<file path="src/rtl/mlock_pkg.sv">
`timescale 1ns/1ps
package mlock_pkg;
  localparam int WORD_W = 32;
  localparam int OWN_W  = 6;
  localparam int ID_W   = 8;
  localparam logic [3:0] LOCK_OPC = 4'hE;

  typedef struct packed {
    logic            is_lock;
    logic            is_rel;
    logic [ID_W-1:0] id;
  } lock_cmd_t;

  function automatic lock_cmd_t decode_word(input logic [WORD_W-1:0] w);
    lock_cmd_t r;
    r.is_lock = (w[31:28] == LOCK_OPC);
    r.is_rel  = w[24];
    r.id      = w[ID_W-1:0];
    return r;
  endfunction

  function automatic logic [WORD_W-1:0] status_word(input logic held,
                                                    input logic [OWN_W-1:0] own);
    return {{(WORD_W-OWN_W-2){1'b0}}, own, 1'b0, held};
  endfunction
endpackage

</file>
<file path="src/rtl/mlock_decode.sv">
`timescale 1ns/1ps
module mlock_decode
  import mlock_pkg::*;
#(
  parameter int NUM_CH    = 4,
  parameter int NUM_LOCKS = 8
) (
  input  logic [NUM_CH-1:0]           ch_valid,
  input  logic [NUM_CH*WORD_W-1:0]    ch_word,
  output logic [NUM_CH-1:0]           imm_ack,
  output logic [NUM_CH-1:0]           acq_req,
  output logic [NUM_CH-1:0]           rel_req,
  output logic [NUM_CH-1:0]           bad_id,
  output logic [NUM_CH-1:0][ID_W-1:0] cmd_id
);
  generate
    for (genvar c = 0; c < NUM_CH; c++) begin : g_ch
      lock_cmd_t cmd;
      logic      host;
      logic      in_range;
      assign cmd      = decode_word(ch_word[c*WORD_W +: WORD_W]);
      assign host     = (cmd.id == '0);
      assign in_range = (32'(cmd.id) < 32'(NUM_LOCKS));
      assign imm_ack[c] = ch_valid[c] &
                          (!cmd.is_lock | cmd.is_rel | host | !in_range);
      assign acq_req[c] = ch_valid[c] & cmd.is_lock & !cmd.is_rel & !host & in_range;
      assign rel_req[c] = ch_valid[c] & cmd.is_lock & cmd.is_rel & !host & in_range;
      assign bad_id[c]  = ch_valid[c] & cmd.is_lock & !in_range;
      assign cmd_id[c]  = cmd.id;
    end
  endgenerate
endmodule

</file>
<file path="src/rtl/mlock_arb.sv">
`timescale 1ns/1ps
module mlock_arb
  import mlock_pkg::*;
#(
  parameter int NUM_CH    = 4,
  parameter int NUM_LOCKS = 8
) (
  input  logic [NUM_CH-1:0]              acq_req,
  input  logic [NUM_CH-1:0]              rel_req,
  input  logic [NUM_CH-1:0][ID_W-1:0]    cmd_id,
  input  logic [NUM_LOCKS-1:0]           locked,
  input  logic [NUM_LOCKS-1:0][OWN_W-1:0] owner,
  output logic [NUM_LOCKS-1:0][NUM_CH-1:0] grant,
  output logic [NUM_LOCKS-1:0][NUM_CH-1:0] reacq,
  output logic [NUM_LOCKS-1:0]           rel_fire,
  output logic [NUM_CH-1:0]              acq_ack
);
  // isolate the lowest set bit: lowest channel number wins
  function automatic logic [NUM_CH-1:0] lowest_one(input logic [NUM_CH-1:0] v);
    return v & (~v + NUM_CH'(1));
  endfunction

  generate
    for (genvar l = 0; l < NUM_LOCKS; l++) begin : g_lock
      if (l == 0) begin : g_host
        assign grant[l]    = '0;
        assign reacq[l]    = '0;
        assign rel_fire[l] = 1'b0;
      end else begin : g_unit
        logic [NUM_CH-1:0] want;
        logic [NUM_CH-1:0] owner_is;
        logic [NUM_CH-1:0] rel_hit;
        for (genvar c = 0; c < NUM_CH; c++) begin : g_ch
          assign want[c]     = acq_req[c] && (cmd_id[c] == ID_W'(l));
          assign owner_is[c] = (owner[l] == OWN_W'(c));
          assign rel_hit[c]  = rel_req[c] && (cmd_id[c] == ID_W'(l)) && owner_is[c];
        end
        assign grant[l]    = locked[l] ? '0 : lowest_one(want);
        assign reacq[l]    = locked[l] ? (want & owner_is) : '0;
        assign rel_fire[l] = locked[l] && (|rel_hit);
      end
    end
  endgenerate

  always_comb begin
    acq_ack = '0;
    for (int l = 0; l < NUM_LOCKS; l++) acq_ack = acq_ack | grant[l] | reacq[l];
  end
endmodule

</file>
<file path="src/rtl/mlock_table.sv">
`timescale 1ns/1ps
module mlock_table
  import mlock_pkg::*;
#(
  parameter int NUM_CH    = 4,
  parameter int NUM_LOCKS = 8,
  parameter int ADDR_W    = 8
) (
  input  logic                            clk,
  input  logic                            rst_n,
  input  logic [NUM_LOCKS-1:0][NUM_CH-1:0] grant,
  input  logic [NUM_LOCKS-1:0]            rel_fire,
  input  logic                            bad_any,
  input  logic [ADDR_W-1:0]               reg_addr,
  input  logic                            reg_wr,
  input  logic [WORD_W-1:0]               reg_wdata,
  output logic [NUM_LOCKS-1:0]            locked,
  output logic [NUM_LOCKS-1:0][OWN_W-1:0] owner,
  output logic                            err,
  output logic                            err_clr,
  output logic [NUM_LOCKS-1:0]            sw_clr,
  output logic [WORD_W-1:0]               reg_rdata
);
  localparam int IDX_W = ADDR_W - 2;

  logic [IDX_W-1:0] idx;
  logic             aligned;
  assign idx     = reg_addr[ADDR_W-1:2];
  assign aligned = (reg_addr[1:0] == 2'b00);

  function automatic logic [OWN_W-1:0] idx_of(input logic [NUM_CH-1:0] v);
    logic [OWN_W-1:0] r;
    r = '0;
    for (int c = 0; c < NUM_CH; c++) if (v[c]) r = OWN_W'(c);
    return r;
  endfunction

  generate
    for (genvar l = 0; l < NUM_LOCKS; l++) begin : g_slot
      assign sw_clr[l] = reg_wr && aligned && (idx == IDX_W'(l)) && (reg_wdata == '0);
      always_ff @(posedge clk or negedge rst_n) begin
        if (!rst_n) begin
          locked[l] <= 1'b0;
          owner[l]  <= '0;
        end else if (|grant[l]) begin
          locked[l] <= 1'b1;
          owner[l]  <= idx_of(grant[l]);
        end else if (rel_fire[l] || sw_clr[l]) begin
          locked[l] <= 1'b0;
          owner[l]  <= '0;
        end
      end
    end
  endgenerate

  assign err_clr = reg_wr && aligned && (idx == IDX_W'(NUM_LOCKS)) && reg_wdata[0];

  always_ff @(posedge clk or negedge rst_n) begin
    if (!rst_n)       err <= 1'b0;
    else if (bad_any) err <= 1'b1;
    else if (err_clr) err <= 1'b0;
  end

  always_comb begin
    reg_rdata = '0;
    if (aligned) begin
      for (int l = 0; l < NUM_LOCKS; l++)
        if (idx == IDX_W'(l)) reg_rdata = status_word(locked[l], owner[l]);
      if (idx == IDX_W'(NUM_LOCKS)) reg_rdata = {{(WORD_W-1){1'b0}}, err};
    end
  end
endmodule

</file>
<file path="src/rtl/mlock_arbiter.sv">
`timescale 1ns/1ps
module mlock_arbiter
  import mlock_pkg::*;
#(
  parameter int NUM_CH    = 4,
  parameter int NUM_LOCKS = 8,
  parameter int ADDR_W    = 8
) (
  input  logic                      clk,
  input  logic                      rst_n,
  input  logic [NUM_CH-1:0]         ch_valid,
  input  logic [NUM_CH*WORD_W-1:0]  ch_word,
  output logic [NUM_CH-1:0]         ch_ack,
  input  logic [ADDR_W-1:0]         reg_addr,
  input  logic                      reg_wr,
  input  logic [WORD_W-1:0]         reg_wdata,
  output logic [WORD_W-1:0]         reg_rdata
);
  logic [NUM_CH-1:0]               imm_ack_w;
  logic [NUM_CH-1:0]               acq_req_w;
  logic [NUM_CH-1:0]               rel_req_w;
  logic [NUM_CH-1:0]               bad_id_w;
  logic [NUM_CH-1:0][ID_W-1:0]     cmd_id_w;
  logic [NUM_LOCKS-1:0][NUM_CH-1:0] grant_w;
  logic [NUM_LOCKS-1:0][NUM_CH-1:0] reacq_w;
  logic [NUM_LOCKS-1:0]            rel_fire_w;
  logic [NUM_CH-1:0]               acq_ack_w;
  logic [NUM_LOCKS-1:0]            locked_w;
  logic [NUM_LOCKS-1:0][OWN_W-1:0] owner_w;
  logic                            err_w;
  logic                            err_clr_w;
  logic [NUM_LOCKS-1:0]            sw_clr_w;

  mlock_decode #(.NUM_CH(NUM_CH), .NUM_LOCKS(NUM_LOCKS)) u_decode (
    .ch_valid (ch_valid),
    .ch_word  (ch_word),
    .imm_ack  (imm_ack_w),
    .acq_req  (acq_req_w),
    .rel_req  (rel_req_w),
    .bad_id   (bad_id_w),
    .cmd_id   (cmd_id_w)
  );

  mlock_arb #(.NUM_CH(NUM_CH), .NUM_LOCKS(NUM_LOCKS)) u_arb (
    .acq_req  (acq_req_w),
    .rel_req  (rel_req_w),
    .cmd_id   (cmd_id_w),
    .locked   (locked_w),
    .owner    (owner_w),
    .grant    (grant_w),
    .reacq    (reacq_w),
    .rel_fire (rel_fire_w),
    .acq_ack  (acq_ack_w)
  );

  mlock_table #(.NUM_CH(NUM_CH), .NUM_LOCKS(NUM_LOCKS), .ADDR_W(ADDR_W)) u_table (
    .clk       (clk),
    .rst_n     (rst_n),
    .grant     (grant_w),
    .rel_fire  (rel_fire_w),
    .bad_any   (|bad_id_w),
    .reg_addr  (reg_addr),
    .reg_wr    (reg_wr),
    .reg_wdata (reg_wdata),
    .locked    (locked_w),
    .owner     (owner_w),
    .err       (err_w),
    .err_clr   (err_clr_w),
    .sw_clr    (sw_clr_w),
    .reg_rdata (reg_rdata)
  );

  assign ch_ack = imm_ack_w | acq_ack_w;
endmodule

</file>
<file path="config.mk">
export PLATFORM = sky130hd
export DESIGN_NAME = mlock_arbiter
export DESIGN_NICKNAME = d
export VERILOG_FILES = /design/src/rtl/mlock_pkg.sv /design/src/rtl/mlock_decode.sv /design/src/rtl/mlock_arb.sv /design/src/rtl/mlock_table.sv /design/src/rtl/mlock_arbiter.sv
export SDC_FILE = /design/constraint.sdc
export NUM_CORES = 1
export LEC_CHECK = 0
export ABC_AREA = 1
export ABC_CLOCK_PERIOD_IN_PS = 4100
export BUFFER_PORTS_ARGS = -buffer_cell sky130_fd_sc_hd__buf_4
export CORE_MARGIN = 2
export CORE_UTILIZATION = 50
export DETAILED_ROUTE_END_ITERATION = 12
export PLACE_DENSITY_LB_ADDON = 0.3
export SYNTH_ARGS = -nofsm -noshare
export SYNTH_HDL_FRONTEND = slang
export SYNTH_HIERARCHICAL = 1
export SYNTH_SLANG_ARGS = --single-unit
</file>
<file path="constraint.sdc">
create_clock -name clk -period 4.1 [get_ports clk]
set_input_delay 1.23 -clock clk [delete_from_list [all_inputs] [get_ports clk]]
set_output_delay 1.23 -clock clk [all_outputs]
set_load 0.01 [all_outputs]
</file>
==> Word level (Yosys, flattened, before mapping) <==
Cells that the tools add are included.
{ "op_classes": {"n_addsub": 7, "magnitude_cmp": 4, "n_eq_ne": 61, "n_mux": 74, "bitwise_logic": 83, "n_reduce_logical": 167} }
{ "op_table": {"columns": ["cell", "n"], "rows": [
  ["$eq 8x3->1 const B", 16],
  ["$logic_and 1x1->1", 108],
  ["$eq 6x2->1 const B", 16],
  ["$mux 6", 14],
  ["$eq 8x2->1 const B", 8],
  ["$mux 8", 8],
  ["$reduce_or 4->1", 15],
  ["$and 4x4->4", 14],
  ["$mux 4", 14],
  ["$or 4x4->4", 14],
  ["$eq 6x1->1 const B", 8],
  ["$logic_not 6->1", 7],
  ["$and 1x1->1", 36],
  ["$eq 8x1->1 const B", 4],
  ["$logic_not 32->1", 1],
  ["$logic_not 8->1", 4],
  ["$lt 8x4->1 const B", 4],
  ["$mux 32", 1],
  ["$add 4x1->4 const B", 7],
  ["$mux 2", 14],
  ["$not 4->4", 7],
  ["$eq 6x3->1 const B", 4],
  ["$mux 1", 23],
  ["$eq 4x4->1 const B", 4],
  ["other kinds (6)", 45]
]} }
{ "totals": {"reg_bits": 50, "input_bits": 175, "elab_cells": 411} }

==> Depth between registers and ports, before layout <==
Gate-level depths: netlist of run 1.
{ "depth": {"word_depth": 24, "depth_mapped": 15, "ltp_nobuf": 14} }

==> Hierarchy <==
The synthesis of run 1 kept the hierarchy.
{ "by_module_without_submodules": {"columns": ["mod", "n_inst", "cells_per_inst", "area_per_inst_um2", "seq_area_each_um2"], "rows": [
  ["mlock_arb", 1, 513, 2339.7, 0.0],
  ["mlock_table", 1, 298, 2067.0, 625.6],
  ["mlock_decode", 1, 107, 600.6, 0.0],
  ["mlock_arbiter", 1, 7, 36.3, 0.0]
]} }

==> Worst setup path before layout of run 1 <==
Ideal clock, no wire load.
{ "synth_timing": {"path_type": "in2out", "from": "input ch_word[28]", "to": "output ch_ack[2]", "t_arrival_ns": 2.711, "t_required_ns": 2.870, "setup_slack_ns": 0.159, "stages": 14, "path_buffers": 1, "cell_sequence": "inv_1 nand2_1 nor2_1 nand3_1 nor3_2 buf_4 inv_1 nor3_2 nor2_1 nand2_1 nand3_1 nor2_1 nand3_1 or2_1"} }
{ "synth_between": {"elab_chain_cells": 24, "elab_cells_between_ends": 54} }
{ "synth_rtl": {"columns": ["item", "line", "text"], "rows": [
  ["start: declaration", "mlock_arbiter.sv:12", "input logic [NUM_CH*WORD_W-1:0] ch_word,"],
  ["$eq 4x4->1 *", "mlock_pkg.sv:16", "r.is_lock = (w[31:28] == LOCK_OPC);"],
  ["$and 1x1->1 * (4 in a row)", "mlock_decode.sv:26", "assign acq_req[c] = ch_valid[c] & cmd.is_lock & !cmd.is_rel & !host & in_range;"],
  ["named net acq_req_w[0]", "mlock_arbiter.sv:20", "logic [NUM_CH-1:0] acq_req_w;"],
  ["$logic_and 1x1->1", "mlock_arb.sv:34", "assign want[c] = acq_req[c] && (cmd_id[c] == ID_W'(l));"],
  ["$not 4->4", "mlock_arb.sv:20", "return v & (~v + NUM_CH'(1));"],
  ["$add 4x1->4", "mlock_arb.sv:20", null],
  ["$and 4x4->4", "mlock_arb.sv:20", null],
  ["$mux 4", "mlock_arb.sv:38", "assign grant[l] = locked[l] ? '0 : lowest_one(want);"],
  ["$or 4x4->4 (11 in a row)", "mlock_arb.sv:47", "for (int l = 0; l < NUM_LOCKS; l++) acq_ack = acq_ack | grant[l] | reacq[l];"],
  ["$or 4x4->4 * (2 in a row)", "mlock_arb.sv:47", null],
  ["named net acq_ack_w[2]", "mlock_arbiter.sv:27", "logic [NUM_CH-1:0] acq_ack_w;"],
  ["$or 4x4->4 *", "mlock_arbiter.sv:73", "assign ch_ack = imm_ack_w | acq_ack_w;"],
  ["end: declaration", "mlock_arbiter.sv:13", "output logic [NUM_CH-1:0] ch_ack,"]
]} }
The timed path passes the listed nets; every way through them passes the cells marked *.

==> Worst setup path in the final report of run 1 <==
{ "layout_timing": {"from": "input ch_word[28]", "to": "output ch_ack[1]"} }
Same word-level chain as after synthesis.

==> flow_summary.yaml, run 1 <==
outcome:
  run_status: "complete, but fails checks"
  violations: "negative setup slack"
timing:
  hold_violations: 0
  fmax_ghz: 0.232
  finalSetupViolations: 4
  final_max_slew_viol_count: 0
  layout_min_cycle_time_ns: 4.31
  setup-tns-final_ns: -0.679
  grt_setup_unrepaired: "true"
  finalWorstSetupSlack_ns: -0.206
  max_slew_margin: 0.550
  worst_slew_pin_slew_ns: 0.668
  fin_crit_sh: 1.05
  clock_skew_ns: 0.00303
clocking:
  clkTransAtPathRegs_ns: 0.08
  h-tree-depth: 1
  hold_buffers: 0
  clock-sinks: 25
  cts_made_buffers: 3
  cts_tree: "built"
  clockBufferDepth: 2
  insertion_delay_ns: 0.27
  cts_root_buf: "clkbuf_8"
setup_path:
  end_kind: "primary output"
  startpoint_type: "primary input"
  worstPathRequired_ns: 2.87
  critical_path.max_fanout: 3
  path_class: "in2out"
  worstPathArrival_ns: 3.08
  crit-reg2reg-launch: "u_table/locked[3]"
  cp-startpoint: "ch_word[28]"
global_route:
  grt_max_degree: 26
  grt_pass1_wl_um: 25400
  grt_pass1_vias: 5460
  antenna_found_initial: 0
  grt_util_all_layers: 0.304
  grt_overflow: 0
routing:
  wl_per_cell_um: 13.7
  detail-route-antenna-nets: 0
  first_pass_iters: 5
  route.detailed.drc: 0
  num_vias: 6204
  drt-total-wl_um: 16900
  viasPerCell: 5.02
  drtIter0Drc: 596
yosys:
  avgSynthCellArea_um2: 5.47
  synthesis.area_mm2: 0.00491
  syn_inst: 898
  yosysWarnings: 6
power_and_ir_drop:
  power_w: 0.000646
  sequentialPowerShare: 0.385
  clockPowerShare: 0.230
  power_switching_share: 0.327
  combPwrFrac: 0.385
  power_density_mw_per_mm2: 93.9
  p_leak_nw: 3.66
  p_int_w: 0.000435
  vdd_drop_max_uv: 105
  p_switching_w: 0.000211
layout:
  post-route-util: 0.714
  layout_commonest_cell: "buf_4"
  antenna_cells: 0
  drive_above_1_share: 0.323
  layout.nets: 1278
  ff_latch_area_um2: 626
  fill_cells: 898
  multi_input_comb_area_mm2: 0.00357
  final_cell_mix: "217 x buf_4, 175 x nor2_1, 146 x inv_1"
  syn_to_final_growth_pct: 40.1
placement:
  port_buffers: 105
  preCtsSetupSlack_ns: -0.264
  hpwl_um: 13100
  gp_congestion: 1.01
die:
  ioPinCount: 211
  die-width_um: 103
  core-area_mm2: 0.00964
  die_area_mm2: 0.0106
  start_util: 0.510
  die_h_um: 103
  rows: 36
run:
  maxCapViolCount: 0
hold_path:
  hp-class: "reg2reg"
  holdCritStartpoint: "u_table/locked[0]"
per-layer routing:
layer	part of all wire	GRT usage
met5	0	0
met4	0.027	0.0648
met3	0.087	0.0454
met2	0.49	0.533
met1	0.40	0.397
sequential cells by signal, summed over array words and instances, names as in the netlist:
name / count
u_table/owner: 16
u_table/locked: 8
u_table/err: 1
worst max-delay path, cell delays in order:
cell,delay (ns)
buf_6,0.10
inv_4,0.05
nand2_4,0.05
nor2_4,0.11
nand3_2,0.10
nor3_4,0.21
inv_2,0.07
nor3_2,0.10
buf_4,0.18
nor2_4,0.05
nand2_4,0.08
o21ai_2,0.06
nor2_1,0.16
nand3_1,0.13
or2_1,0.25
buf_6,0.13
through the flow:
| stage | hold slack, ns | area (um^2) | instances |
|---|---|---|---|
| 2_1_floorplan | 0.469 | 5140 | 958 |
| 3_3_place_gp | 0.492 | 6040 | 1188 |
| 3_5_place_dp | 0.505 | 6040 | 1188 |
| 4_1_cts | 0.525 | 6600 | 1234 |
| 5_1_grt | 0.565 | 6880 | 1235 |
| 6_report | 0.528 | 6880 | 1235 |
cell type report:
class                           count  share of cell area
Timing Repair Buffer              238               0.272
Clock buffer                        4             0.00655
Sequential cell                    25              0.0909
Inverter                          157              0.0867
Multi-Input combinational cell    678               0.519
Tap cell                          133              0.0242
power groups by stage:
stage	Combinational, W	Sequential, W	Clock (W)
finish	0.000249	0.000249	0.000149
global placement	0.000218	0.000254	0
CTS	0.000234	0.000249	0.000151
floorplan	0.000165	0.000253	0
global route	0.000277	0.000249	0.000159
detailed placement	0.000221	0.000254	0
worst paths after layout:
| kind | to | cells after the start | slack (ns) |
|---|---|---|---|
| setup / recovery | ch_ack[1] | 16 | -0.21 |
| hold / removal | u_table/locked[0] | 2 | 0.53 |
| setup reg to reg | u_table/owner[19] | 18 | 1.53 |
| hold reg to reg | u_table/locked[0] | 2 | 0.53 |
| max in group asynchronous | u_table/owner[6] | 1 | 3.01 |
| min in group asynchronous | u_table/owner[42] | 1 | 0.85 |
timing repair:
item / 4_1_cts / 5_1_grt
resized for setup: 52 / 72
setup buffers: 43 / 10
pin swaps: 16 / 47
setup endpoints to repair: 4 / 10
Power figures use the tool's default switching activity.
==> run 2, diff against run 1 <==
--- a/config.mk
+++ b/config.mk
@@ -8,8 +8,10 @@
 export ABC_AREA = 1
 export ABC_CLOCK_PERIOD_IN_PS = 4100
 export BUFFER_PORTS_ARGS = -buffer_cell sky130_fd_sc_hd__buf_4
+export CELL_PAD_IN_SITES_DETAIL_PLACEMENT = 0
+export CELL_PAD_IN_SITES_GLOBAL_PLACEMENT = 1
 export CORE_MARGIN = 2
-export CORE_UTILIZATION = 50
+export CORE_UTILIZATION = 32
 export DETAILED_ROUTE_END_ITERATION = 12
 export PLACE_DENSITY_LB_ADDON = 0.3
 export SYNTH_ARGS = -nofsm -noshare
==> run 2 against run 1 <==
The flow still finishes with violations (negative setup slack). Combinational power increased by 2%. Routed wire length rose by 6.2%. Critical path depth did not move. Global-route usage shrank 8.5 points. Sequential power hardly changed. Register-to-register slack worse by 0.35 ns. Clock power increased by 46%. Design area is 10% higher. Fmax shrank 0.94%. Non-clock buffer count grew 59. Die area grew 54%. Final cell count rose by 9.2%.
==> flow_summary.yaml, run 2 (synthesized netlist as in run 1, its figures left out) <==
outcome:
  run_status: "complete, but fails checks"
  violations: "negative setup slack"
run:
  maxCapViolCount: 0
routing:
  drtIter0Drc: 369
  drt-total-wl_um: 18000
  detail-route-antenna-nets: 0
  route.detailed.drc: 0
  viasPerCell: 4.63
  num_vias: 6249
  first_pass_iters: 5
  wl_per_cell_um: 13.3
die:
  die_h_um: 128
  start_util: 0.326
  core-area_mm2: 0.0151
  rows: 45
  die-width_um: 128
  ioPinCount: 211
  die_area_mm2: 0.0164
placement:
  port_buffers: 105
  hpwl_um: 14300
  gp_congestion: 0.983
  dp.cells: 1258
setup_path:
  worstPathArrival_ns: 3.12
  r2r.worst_path.cells: 21
  rrSetupSlack_ns: 1.18
  critical_path.max_fanout: 7
  end_kind: "primary output"
  path_class: "in2out"
  reg2reg_to: "u_table/owner[24]"
  startpoint_type: "primary input"
  crit-reg2reg-launch: "u_table/locked[4]"
  worstPathRequired_ns: 2.87
timing:
  clock_skew_ns: 0.000701
  worst_slew_pin_slew_ns: 0.571
  max_slew_margin: 0.616
  finalWorstSetupSlack_ns: -0.247
  final_max_slew_viol_count: 0
  layout_min_cycle_time_ns: 4.35
  hold_violations: 0
  hold_ws_ns: 0.504
  finalSetupViolations: 7
  grt_setup_unrepaired: "true"
  fin_crit_sh: 1.06
  fmax_ghz: 0.230
layout:
  layout_commonest_cell: "buf_4"
  layout.nets: 1337
  ff_latch_area_um2: 626
  syn_to_final_growth_pct: 54.2
  multi_input_comb_area_mm2: 0.00366
  fin_cells: 1349
  final_cell_mix: "272 x buf_4, 168 x nor2_1, 138 x nand2_1, 138 x inv_1, 66 x nand3_1"
  antenna_cells: 0
  largest_reg_flops: 16
  reg_top3: "u_table/owner x16, u_table/locked x8, u_table/err x1"
  drive_above_1_share: 0.380
  largest_register: "u_table/owner"
  fill_cells: 1604
clocking:
  clockBufferDepth: 2
  hold_buffers: 0
  cts_tree: "built"
  clkTransAtPathRegs_ns: 0.06
  h-tree-depth: 1
  clock-sinks: 25
  insertion_delay_ns: 0.26
  cts_made_buffers: 3
  cts_root_buf: "clkbuf_16"
power_and_ir_drop:
  power_density_mw_per_mm2: 95.0
  vdd_drop_max_uv: 152
  p_leak_nw: 3.93
hold_path:
  worstHoldPathCells: 2
  holdCritStartpoint: "u_table/locked[0]"
  hold-path-endpoint: "u_table/locked[0]"
  hp-class: "reg2reg"
global_route:
  grt_pass1_vias: 6121
  grt_pass1_wl_um: 28800
  grt_util_all_layers: 0.219
  grt_max_degree: 26
  antenna_found_initial: 0
  grt_overflow: 0
[run 2: cell count changes in the layout (fill, tap and decap cells not counted), moves of 5 or more]
cell and change:
buf_4 +55, nor2_1 -7, inv_4 +5, inv_1 -8
[run 2: final cells by class]
cell class	count	share of cell area
Inverter	157	0.0805
Multi-Input combinational cell	678	0.484
Clock inverter	1	0.000661
Clock buffer	3	0.00991
Sequential cell	25	0.0826
Timing Repair Buffer	297	0.311
Tap cell	188	0.0311
[run 2: worst max path at each step]
stage | slack [ns] | cells after the start | startpoint | endpoint
5_1_grt | -0.38 | 16 | ch_word[28] | ch_ack[2]
2_1_floorplan | 0.16 | 14 | ch_word[28] | ch_ack[1]
3_5_place_dp | -0.33 | 14 | ch_word[3] | ch_ack[2]
4_1_cts | -0.14 | 16 | ch_word[28] | ch_ack[2]
6_report | -0.25 | 16 | ch_word[65] | ch_ack[2]
3_3_place_gp | -0.29 | 14 | ch_word[3] | ch_ack[2]
[run 2: per-stage QoR]
stage	TNS [ns]	power, W	setup slack [ns]	area, um^2	util
after floorplan	0	0.000418	0.159	5140	-
after global placement	-0.969	0.000483	-0.291	6240	0.413
after detailed placement	-1.07	0.000485	-0.333	6240	0.413
after CTS	-1.29	0.000716	-0.143	7280	0.483
after global routing	-2.12	0.000767	-0.377	7570	0.502
final	-1.11	0.000719	-0.247	7570	0.502
[run 2: layer usage]
layer	vias up	GRT usage	wire length [um]
li1	3227	-	-
met1	2787	0.276	7610
met2	192	0.388	8670
met3	43	0.0246	1060
met4	0	0.0756	633
met5	-	0	0
[run 2: worst max-delay path, cell delays in order]
cell	delay, ns
buf_4	0.12
nor3_2	0.19
nor2_2	0.06
nand2_1	0.08
nor2_2	0.04
buf_6	0.14
buf_4	0.13
nand3_2	0.09
buf_4	0.13
nor2_2	0.04
nor2_1	0.15
nand3_2	0.09
nor2_1	0.11
nand3_1	0.14
or2_1	0.27
buf_6	0.12
[run 2: what timing repair did]
action	in CTS	in global routing
pin swaps	51	35
buffers inserted	89	13
gates resized for setup	80	76
setup endpoints to repair	4	19
cloned	0	0
[run 2: report_power, final]
group	internal [W]	switching [W]	leakage, nW	total [W]
registers	0.000248	0.000000832	0.306	0.000249
logic	0.000121	0.000132	3.59	0.000254
clock network	0.000131	0.0000854	0.0409	0.000217
